### src/rtl/emem_pkg.sv
package emem_pkg;

  typedef enum logic [1:0] {
    SZ_BYTE = 2'b00,
    SZ_HALF = 2'b01,
    SZ_WORD = 2'b10,
    SZ_WIDE = 2'b11
  } acc_size_e;

  // number of bytes moved by an access of the given size code
  function automatic int unsigned span_bytes(input logic [1:0] sz);
    case (sz)
      SZ_BYTE: span_bytes = 1;
      SZ_HALF: span_bytes = 2;
      default: span_bytes = 4;
    endcase
  endfunction

  // which byte of the right-justified value travels on address lane k
  function automatic int unsigned value_byte(input int unsigned k,
                                             input int unsigned n,
                                             input logic        big);
    if (k >= n)   value_byte = 0;
    else if (big) value_byte = n - 1 - k;
    else          value_byte = k;
  endfunction

  // byte address of lane k, modulo the memory depth
  function automatic int unsigned lane_byte_addr(input int unsigned base,
                                                 input int unsigned k,
                                                 input int unsigned depth);
    lane_byte_addr = (base + k) % depth;
  endfunction

endpackage

### src/rtl/emem_lane_map.sv
module emem_lane_map
  import emem_pkg::*;
#(
  parameter int DEPTH = 64,
  parameter int NLANE = 4,
  parameter int AW    = $clog2(DEPTH),
  parameter int LSW   = $clog2(NLANE)
) (
  input  logic [AW-1:0]             addr,
  input  logic [1:0]                size,
  input  logic                      wr_en,
  input  logic                      big_endian,
  output logic [NLANE-1:0][AW-1:0]  lane_addr,
  output logic [NLANE-1:0][LSW-1:0] lane_sel,
  output logic [NLANE-1:0]          lane_act,
  output logic [NLANE-1:0]          lane_we
);

  for (genvar k = 0; k < NLANE; k++) begin : g_lane
    always_comb begin
      lane_act[k]  = (k < span_bytes(size));
      lane_we[k]   = lane_act[k] && wr_en;
      lane_sel[k]  = LSW'(value_byte(k, span_bytes(size), big_endian));
      lane_addr[k] = AW'(lane_byte_addr(int'(addr), k, DEPTH));
    end
  end

endmodule

### src/rtl/emem_byte_store.sv
module emem_byte_store #(
  parameter int DEPTH = 64,
  parameter int NLANE = 4,
  parameter int AW    = $clog2(DEPTH)
) (
  input  logic                     clk,
  input  logic                     rst_n,
  input  logic [NLANE-1:0]         lane_we,
  input  logic [NLANE-1:0][AW-1:0] lane_addr,
  input  logic [NLANE-1:0][7:0]    lane_wbyte,
  output logic [NLANE-1:0][7:0]    lane_rbyte
);

  logic [7:0] mem [DEPTH];

  always_ff @(posedge clk or negedge rst_n) begin
    if (!rst_n) begin
      for (int i = 0; i < DEPTH; i++) mem[i] <= 8'h00;
    end else begin
      for (int k = 0; k < NLANE; k++) begin
        if (lane_we[k]) mem[lane_addr[k]] <= lane_wbyte[k];
      end
    end
  end

  for (genvar k = 0; k < NLANE; k++) begin : g_rd
    assign lane_rbyte[k] = mem[lane_addr[k]];
  end

endmodule

### src/rtl/emem_load_pack.sv
module emem_load_pack #(
  parameter int NLANE = 4,
  parameter int LSW   = $clog2(NLANE),
  parameter int DW    = 8 * NLANE
) (
  input  logic [NLANE-1:0]          lane_act,
  input  logic [NLANE-1:0][LSW-1:0] lane_sel,
  input  logic [NLANE-1:0][7:0]     lane_rbyte,
  output logic [DW-1:0]             rdata
);

  // inactive lanes contribute nothing, which gives the zero extension
  always_comb begin
    rdata = '0;
    for (int j = 0; j < NLANE; j++) begin
      for (int k = 0; k < NLANE; k++) begin
        if (lane_act[k] && (lane_sel[k] == LSW'(j))) rdata[8*j +: 8] = lane_rbyte[k];
      end
    end
  end

endmodule

### src/rtl/endian_mem.sv
module endian_mem #(
  parameter int DEPTH = 64,
  parameter int NLANE = 4,
  parameter int AW    = $clog2(DEPTH),
  parameter int DW    = 8 * NLANE
) (
  input  logic          clk,
  input  logic          rst_n,
  input  logic [AW-1:0] addr,
  input  logic [1:0]    size,
  input  logic          wr_en,
  input  logic          big_endian,
  input  logic [DW-1:0] wdata,
  output logic [DW-1:0] rdata
);

  localparam int LSW = $clog2(NLANE);

  // per-lane events, brought out for the checker and for waveform reading
  logic [NLANE-1:0][AW-1:0]  lane_addr;
  logic [NLANE-1:0][LSW-1:0] lane_sel;
  logic [NLANE-1:0]          lane_act;
  logic [NLANE-1:0]          lane_we;
  logic [NLANE-1:0][7:0]     lane_wbyte;
  logic [NLANE-1:0][7:0]     lane_rbyte;

  emem_lane_map #(.DEPTH(DEPTH), .NLANE(NLANE), .AW(AW), .LSW(LSW)) u_map (
    .addr       (addr),
    .size       (size),
    .wr_en      (wr_en),
    .big_endian (big_endian),
    .lane_addr  (lane_addr),
    .lane_sel   (lane_sel),
    .lane_act   (lane_act),
    .lane_we    (lane_we)
  );

  for (genvar k = 0; k < NLANE; k++) begin : g_wb
    assign lane_wbyte[k] = wdata[8*lane_sel[k] +: 8];
  end

  emem_byte_store #(.DEPTH(DEPTH), .NLANE(NLANE), .AW(AW)) u_store (
    .clk        (clk),
    .rst_n      (rst_n),
    .lane_we    (lane_we),
    .lane_addr  (lane_addr),
    .lane_wbyte (lane_wbyte),
    .lane_rbyte (lane_rbyte)
  );

  emem_load_pack #(.NLANE(NLANE), .LSW(LSW), .DW(DW)) u_pack (
    .lane_act   (lane_act),
    .lane_sel   (lane_sel),
    .lane_rbyte (lane_rbyte),
    .rdata      (rdata)
  );

endmodule

### config.mk
export PLATFORM = sky130hd
export DESIGN_NAME = endian_mem
export DESIGN_NICKNAME = d
export VERILOG_FILES = /design/src/rtl/emem_pkg.sv /design/src/rtl/emem_lane_map.sv /design/src/rtl/emem_byte_store.sv /design/src/rtl/emem_load_pack.sv /design/src/rtl/endian_mem.sv
export SDC_FILE = /design/constraint.sdc
export NUM_CORES = 2
export LEC_CHECK = 0
export BUFFER_PORTS_ARGS = -buffer_cell sky130_fd_sc_hd__buf_2
export CAP_MARGIN = 15
export CORE_MARGIN = 3
export CORE_UTILIZATION = 30
export CTS_CLUSTER_DIAMETER = 60
export DETAILED_ROUTE_END_ITERATION = 8
export SKIP_LAST_GASP = 1
export SYNTH_ARGS = -nofsm -noshare
export SYNTH_HDL_FRONTEND = slang
export SYNTH_SLANG_ARGS = --single-unit
### constraint.sdc
create_clock -name clk -period 6.4 [get_ports clk]
set_clock_uncertainty 0.15 [all_clocks]
set_input_delay 0.64 -clock clk [delete_from_list [all_inputs] [get_ports clk]]
set_output_delay 0.64 -clock clk [all_outputs]
set_load 0.005 [all_outputs]
=== After elaboration in Yosys (flattened, before gate mapping) ===
Cells that the tools add are included.

* Add/sub/neg operators: 7
* Multipliers: 0
* Div/mod/pow operators: 0
* Order comparisons: 16
* Eq/ne operators: 13
* Shift operators: 4
* Mux-type cells: 53
* Bitwise logic cells: 4
* Reduce and logical (&&, ||, !) cells: 29

{| class="wikitable"
|+ Operators by type and width
! kind !! count
|-
| bitwise mux 512 bit || 4
|-
| 2-to-1 mux 512 bit || 4
|-
| 2-to-1 mux 8 bit || 28
|-
| binary-select mux 8 bit (select 6 bit) || 4
|-
| demux 8 bit (select 6 bit) || 4
|-
| indexed part select 32 x 6 -> 8 bit || 4
|-
| >= comparator 7 bit (second input constant) || 4
|-
| < comparator 7 x 1 -> 1 bit (second input constant) || 4
|-
| NOT 6 -> 7 bit || 4
|-
| logical AND 1 bit || 24
|-
| == test 2 bit (second input constant) || 8
|-
| 2-to-1 mux 2 bit || 8
|-
| adder 6 x 2 -> 6 bit (second input constant) || 2
|-
| == test 2 x 1 -> 1 bit (second input constant) || 5
|-
| logical NOT 2 bit || 5
|-
| adder 6 x 1 -> 6 bit (second input constant) || 1
|-
| >= comparator 1 x 3 -> 1 bit (first input constant) || 2
|-
| >= comparator 2 x 3 -> 1 bit (first input constant) || 2
|-
| < comparator 1 x 3 -> 1 bit (first input constant) || 2
|-
| < comparator 2 x 3 -> 1 bit (first input constant) || 2
|-
| case mux 3 bit (2 select lines) || 1
|-
| subtractor 2 x 1 -> 2 bit (second input constant) || 2
|-
| subtractor 2 bit (second input constant) || 2
|}

* Register bits after elaboration: 512
* Bits in latches: 0
* Bits in writable memories: 0
* Bits in read-only memories: 0
* Word-level logic and storage cells: 190
* Memories: 0

=== Longest topological paths before layout ===
* Depth after elaboration: 14
* Mapped depth: 19
* Depth with buffers taken out: 9

=== By module ===
A second synthesis with hierarchy kept.

* Cell total of the unflattened synthesis: 6,149
* Area total of the unflattened synthesis: 53,563.9 um^2

{| class="wikitable"
|+ By module, submodules not included
! module !! times used !! cells each !! area an instance (um^2) !! seq. area each (um^2)
|-
| emem_byte_store || 1 || 5,817 || 50,736.2 || 12,812.3
|-
| emem_load_pack || 1 || 231 || 1,602.8 || 0.0
|-
| endian_mem || 1 || 40 || 785.8 || 0.0
|-
| emem_lane_map || 1 || 61 || 439.2 || 0.0
|}

=== Least setup slack after synthesis ===
OpenSTA, ideal clock, no wires.

* Path kind: input to output
* Start point: in addr[0]
* End point: out rdata[9]
* Data arrival time: 4,260 ps
* Setup slack: 1,350 ps
* Stages: 17
* Cells stage by stage: buf_4 clkinv_1 buf_2 buf_2 buf_4 buf_2 ha_1 buf_2 buf_4 buf_2 buf_2 clkbuf_1 nand2_1 o22a_1 o2111ai_1 nand3_1 a221oi_1

* Word-level cells in the longest chain between the ends: 8
* Elaborated cells between the ends (all ways): 23
* Those cells by class: add/sub (3); mux (16); bitwise (4)

{| class="wikitable"
|+ Ends and longest elaborated chain
! element !! RTL line !! RTL
|-
| start, declared || endian_mem.sv:9 || <nowiki>input logic [AW-1:0] addr,</nowiki>
|-
| adder 6 x 1 -> 6 bit or NOT 6 -> 7 bit (tied branches) || emem_pkg.sv:32, emem_byte_store.sv:27 ||
|-
| NOT 6 -> 7 bit (implied by the code) or binary-select mux 8 bit (select 6 bit) (tied branches) || emem_byte_store.sv:27 || <nowiki>assign lane_rbyte[k] = mem[lane_addr[k]];</nowiki>
|-
| binary-select mux 8 bit (select 6 bit) or 2-to-1 mux 8 bit (tied branches) || emem_byte_store.sv:27 ||
|-
| 2-to-1 mux 8 bit (implied by the code) || emem_byte_store.sv:27 ||
|-
| 2-to-1 mux 8 bit, on equally long branches || emem_byte_store.sv:27, emem_load_pack.sv:17 ||
|-
| 2-to-1 mux 8 bit (2 in series) || emem_load_pack.sv:17 || <nowiki>if (lane_act[k] && (lane_sel[k] == LSW'(j))) rdata[8*j +: 8] = lane_rbyte[k];</nowiki>
|-
| 2-to-1 mux 8 bit (*) || emem_load_pack.sv:17 ||
|-
| end, declared || endian_mem.sv:14 || <nowiki>output logic [DW-1:0] rdata</nowiki>
|}

Mark *: on every way between the ends. The rest lies on a longest branch, timed or not. The select of a mux whose other input is x is not followed.

=== Worst setup path in the final report ===
* Start point: in addr[0]
* End point: out rdata[18]

Same word-level chain as after synthesis.

==> out/results.txt <==
The run finished with clean final reports. The placer's final routability congestion estimate is 1.116, and the area added between synthesis and finish is 12.31%. In this run, the number of DRC markers left after iteration 0 of detailed routing was 10930. The peak per-stage delay on the critical path was 820 ps. Buffers inserted during clock tree synthesis total 76.

With fillers left out, the area of the finished cells amounts to 0.06049 mm². The analysis attributes to cell leakage a power of 24.08 nW. Among all flip-flop cells after synthesis, the most frequent one is sky130_fd_sc_hd__dfrtp_1.

Depth of the CTS H-tree: 3. The global routing stage identified its most utilized layer as met2. The register with the most flip-flops in the final layout is u_store.mem. Once the clock tree was built, the resizer swapped 0 gates to a different size.

76 I/O pins were placed. Clock-pin slew was measured on the worst setup and hold paths at 60 ps. The cell area after technology mapping was 0.05386 mm²; the number of search-and-repair iterations in the first detailed-routing pass was 7. Across the run, the number of max-cap violations was 0.

The region available for standard cell placement spans 0.1773 mm². For this run, design rule violations remaining after detail routing come to 0. STA classifies the critical path endpoint as an output pin. The actual transition at the worst max-transition pin was 1435 ps; the largest net degree at the start of global routing was 126. The final hold violation count was 0.

The class of the worst hold path was in2async. Placed instance area: 0.05784 mm². In this run the deepest clock path goes through 3 buffers.

The die covers 0.1846 mm². The logs give 53.71% for the global-route track usage on met2 and 5610 ps for the required time at the worst-slack endpoint. The depth of the worst register-to-register path came out at 4.

During placement, the flow inserted port buffers numbering 75. Before CTS, the worst setup slack after placement is 223.5 ps. After layout, the worst setup slack is 22.50 ps.

The worst setup path is launched from a primary input. The width of the chip works out to 429.7 µm. The run gives 18210 as the final-layout fill cell count.

The master cell of the clock root buffer is sky130_fd_sc_hd__clkbuf_16. The area share of the largest cell type after synthesis was 23.79%. Ratio of cells with drive above 1 in the final layout: 18.17%.

The clock period minus worst slack is 6378 ps, and the final core area utilization is 34.12%. Of the available clock period, the critical path in the final layout requires 99.65%. The multi-input combinational cells in the finished layout cover a total of 0.03849 mm².

Dividing the synthesized area by the synthesized cell count gives 8.264 µm². The detail route stage leaves a number of antenna-violating nets equal to 0. The initial standard-cell utilization of the core was 30.38%; the maximum ir drop on the vdd rail was 196.2 µV.

The global-route usage over all layers was 37.03%. The type of the worst setup path is in2out. Synthesized flop and latch total: 512.

The areal power density over the cells came out at 377.2 mW/mm². The critical path goes through buf_8 > ha_1 > xor2_4 > buf_4 > nor2_1 > nor2_1 > o2bb2ai_1 > buf_4 > nor4_1 > nor2_1 > buf_4 > nor3_1 > buf_2. In the final layout, the registers with the most flip-flops are u_store.mem (512).

The library cell occupying the most area in the post-synthesis netlist is sky130_fd_sc_hd__dfrtp_1. The largest fanout on the critical path is 42, and the setup TNS is 0 ps. The logs give 1 for the hold-fix buffer count after cts and 6568 for the number of nets in the synthesized netlist. The number of warnings issued by yosys was 0. Number of cells produced by synthesis: 6517. In the global route stage, met3 resource usage came out at 11.38%. Worst max-slew margin expressed relative to the limit: 4.209%.

The y dimension of the die is 429.7 µm. The number of global-route vias before repair came out at 52240. The endpoint identified for the worst register-to-register timing path is u_store.mem[48]. For the sink count of the clock tree, the log shows 512. For this run the aggregate overflow at the end of global routing stands at 0. The most frequently used cell type in the post-synthesis netlist was sky130_fd_sc_hd__nand2_1. The first global-routing pass estimated 475.8 mm of wire. Setup violations remaining at the end of the flow were counted as 0. For the sequential cell area, the log shows 0.01281 mm². The maximum clock rate was 156.8 MHz; the fraction of registers with async set/reset was 100.0%. TritonCTS built the clock tree. The post-layout net count was 6388. For this run, global-route usage on met1 was measured as 47.34%. The via total after detailed routing is 59610.

The worst register-to-register path begins at u_store.mem[48]. After floorplanning, the core was divided into 154 placement rows. For this design, the slowest cell found on the critical path is sky130_fd_sc_hd__nor4_1. Post-CTS timing repair inserted 0 buffers for setup. The HPWL after detailed placement is 259.9 mm.

STA puts the critical path data arrival time at 5590 ps. After synthesis, the cell types taking the most area are sky130_fd_sc_hd__dfrtp_1, sky130_fd_sc_hd__mux4_2, sky130_fd_sc_hd__mux2i_1. The number of flip-flops under the largest register name works out to 512. Setup repair after global routing left no endpoint under its margin.

After detailed routing, the number of vias per cell comes to 6.805. The tools report the number of antenna violations at the first check in global routing as 47. The setup slack of the most critical reg-to-reg path came out at 4710 ps.

Number of different library cells in the post-synthesis netlist: 86. For this block, the routed nets add up to 355.1 mm of wire. The latest clock arrival within the worst-skew pair was 740 ps.

By count the netlist is led by sky130_fd_sc_hd__nand2_1, sky130_fd_sc_hd__nor2_1, sky130_fd_sc_hd__a21oi_1. The number of synthesized flops with an enable pin is 0, and the final number of max-transition violations is 0. Detail-routed net length per standard cell: 40.53 µm. For this run, the register share of the synthesized area comes to 23.79%.
metrics by stage:
step / instances / total power, W / hold slack (ps)
after global routing: 8740 / 0.02323 / 492.1
after CTS: 8732 / 0.02211 / 414.7
final: 8760 / 0.02281 / 450.0
after detailed placement: 8594 / 0.01770 / 625.6
after global placement: 8592 / 0.01757 / 622.9
after floorplan: 6517 / 0.01250 / 194.4
kinds of logic (layout without fill, tap and decap cells):
group / Yosys count / in the layout / share of synthesized area, %
buf+inv: 701 / 580 / 5.741
fa+ha+maj: 7 / 7 / 0.1626
other cells: 0 / 24 / 0
simple gates: 2225 / 2225 / 17.34
flops: 512 / 512 / 23.79
mux: 1170 / 1170 / 31.89
xor+xnor: 18 / 18 / 0.3973
compound gates: 1884 / 1884 / 20.68
worst max path at each step:
| stage | start | end | slack [ps] |
|---|---|---|---|
| after floorplan | addr[0] | rdata[9] | 1350 |
| after global placement | addr[0] | rdata[0] | 140 |
| after detailed placement | addr[1] | rdata[18] | 220 |
| after CTS | addr[1] | rdata[18] | 200 |
| after global routing | addr[1] | rdata[18] | 60 |
| final | addr[0] | rdata[18] | 20 |
layer usage:
metal / vias to the layer above / wire (µm)
li1: 23850 / -
met1: 29450 / 130800
met2: 5202 / 147200
met3: 1088 / 46790
met4: 22 / 30110
met5: - / 157
where the power goes:
group / total [W] / switching (W) / internal, W
combinational: 0.0104 / 0.00561 / 0.00476
sequential: 0.00808 / 0.00349 / 0.00459
clock: 0.00437 / 0.00182 / 0.00256
cells in the final DEF (no fill, tap or decap), drive strengths merged, types with 12 or more instances in the layout:
master | netlist | layout
a211oi | 247 | 247
a21o | 14 | 14
a21oi | 791 | 791
a22oi | 44 | 44
a31oi | 16 | 16
a32oi | 38 | 38
and2 | 24 | 24
and3 | 17 | 17
buf | 238 | 432
clkbuf | 454 | 109
clkinv | 3 | 17
dfrtp | 512 | 512
diode | 0 | 24
mux2 | 55 | 55
mux2i | 684 | 684
mux4 | 431 | 431
nand2 | 914 | 914
nand2b | 12 | 12
nand3 | 146 | 146
nand4 | 87 | 87
nor2 | 898 | 898
nor3 | 55 | 55
nor3b | 12 | 12
nor4 | 19 | 19
o211ai | 108 | 108
o21ai | 497 | 497
o22ai | 36 | 36
critical path, delay by kind of cell:
| family | cells | cell delay (ps) |
|---|---|---|
| buffers and inverters | 5 | 1380 |
| adder cells (fa/ha/maj) | 1 | 520 |
| AND/OR/NAND/NOR | 5 | 2090 |
| XOR/XNOR | 1 | 770 |
| AO/OA/AOI/OAI | 1 | 110 |
cell type report:
type / count / share of cell area, %
antenna: 24 / 0.09929
multi-input combinational: 5304 / 63.63
sequential: 512 / 21.18
inverter: 9 / 0.05999
tap: 2340 / 4.841
timing repair buffer: 434 / 6.003
clock inverter: 29 / 0.6392
clock buffer: 108 / 3.544
Note: power is estimated with default switching activity, not from simulation.
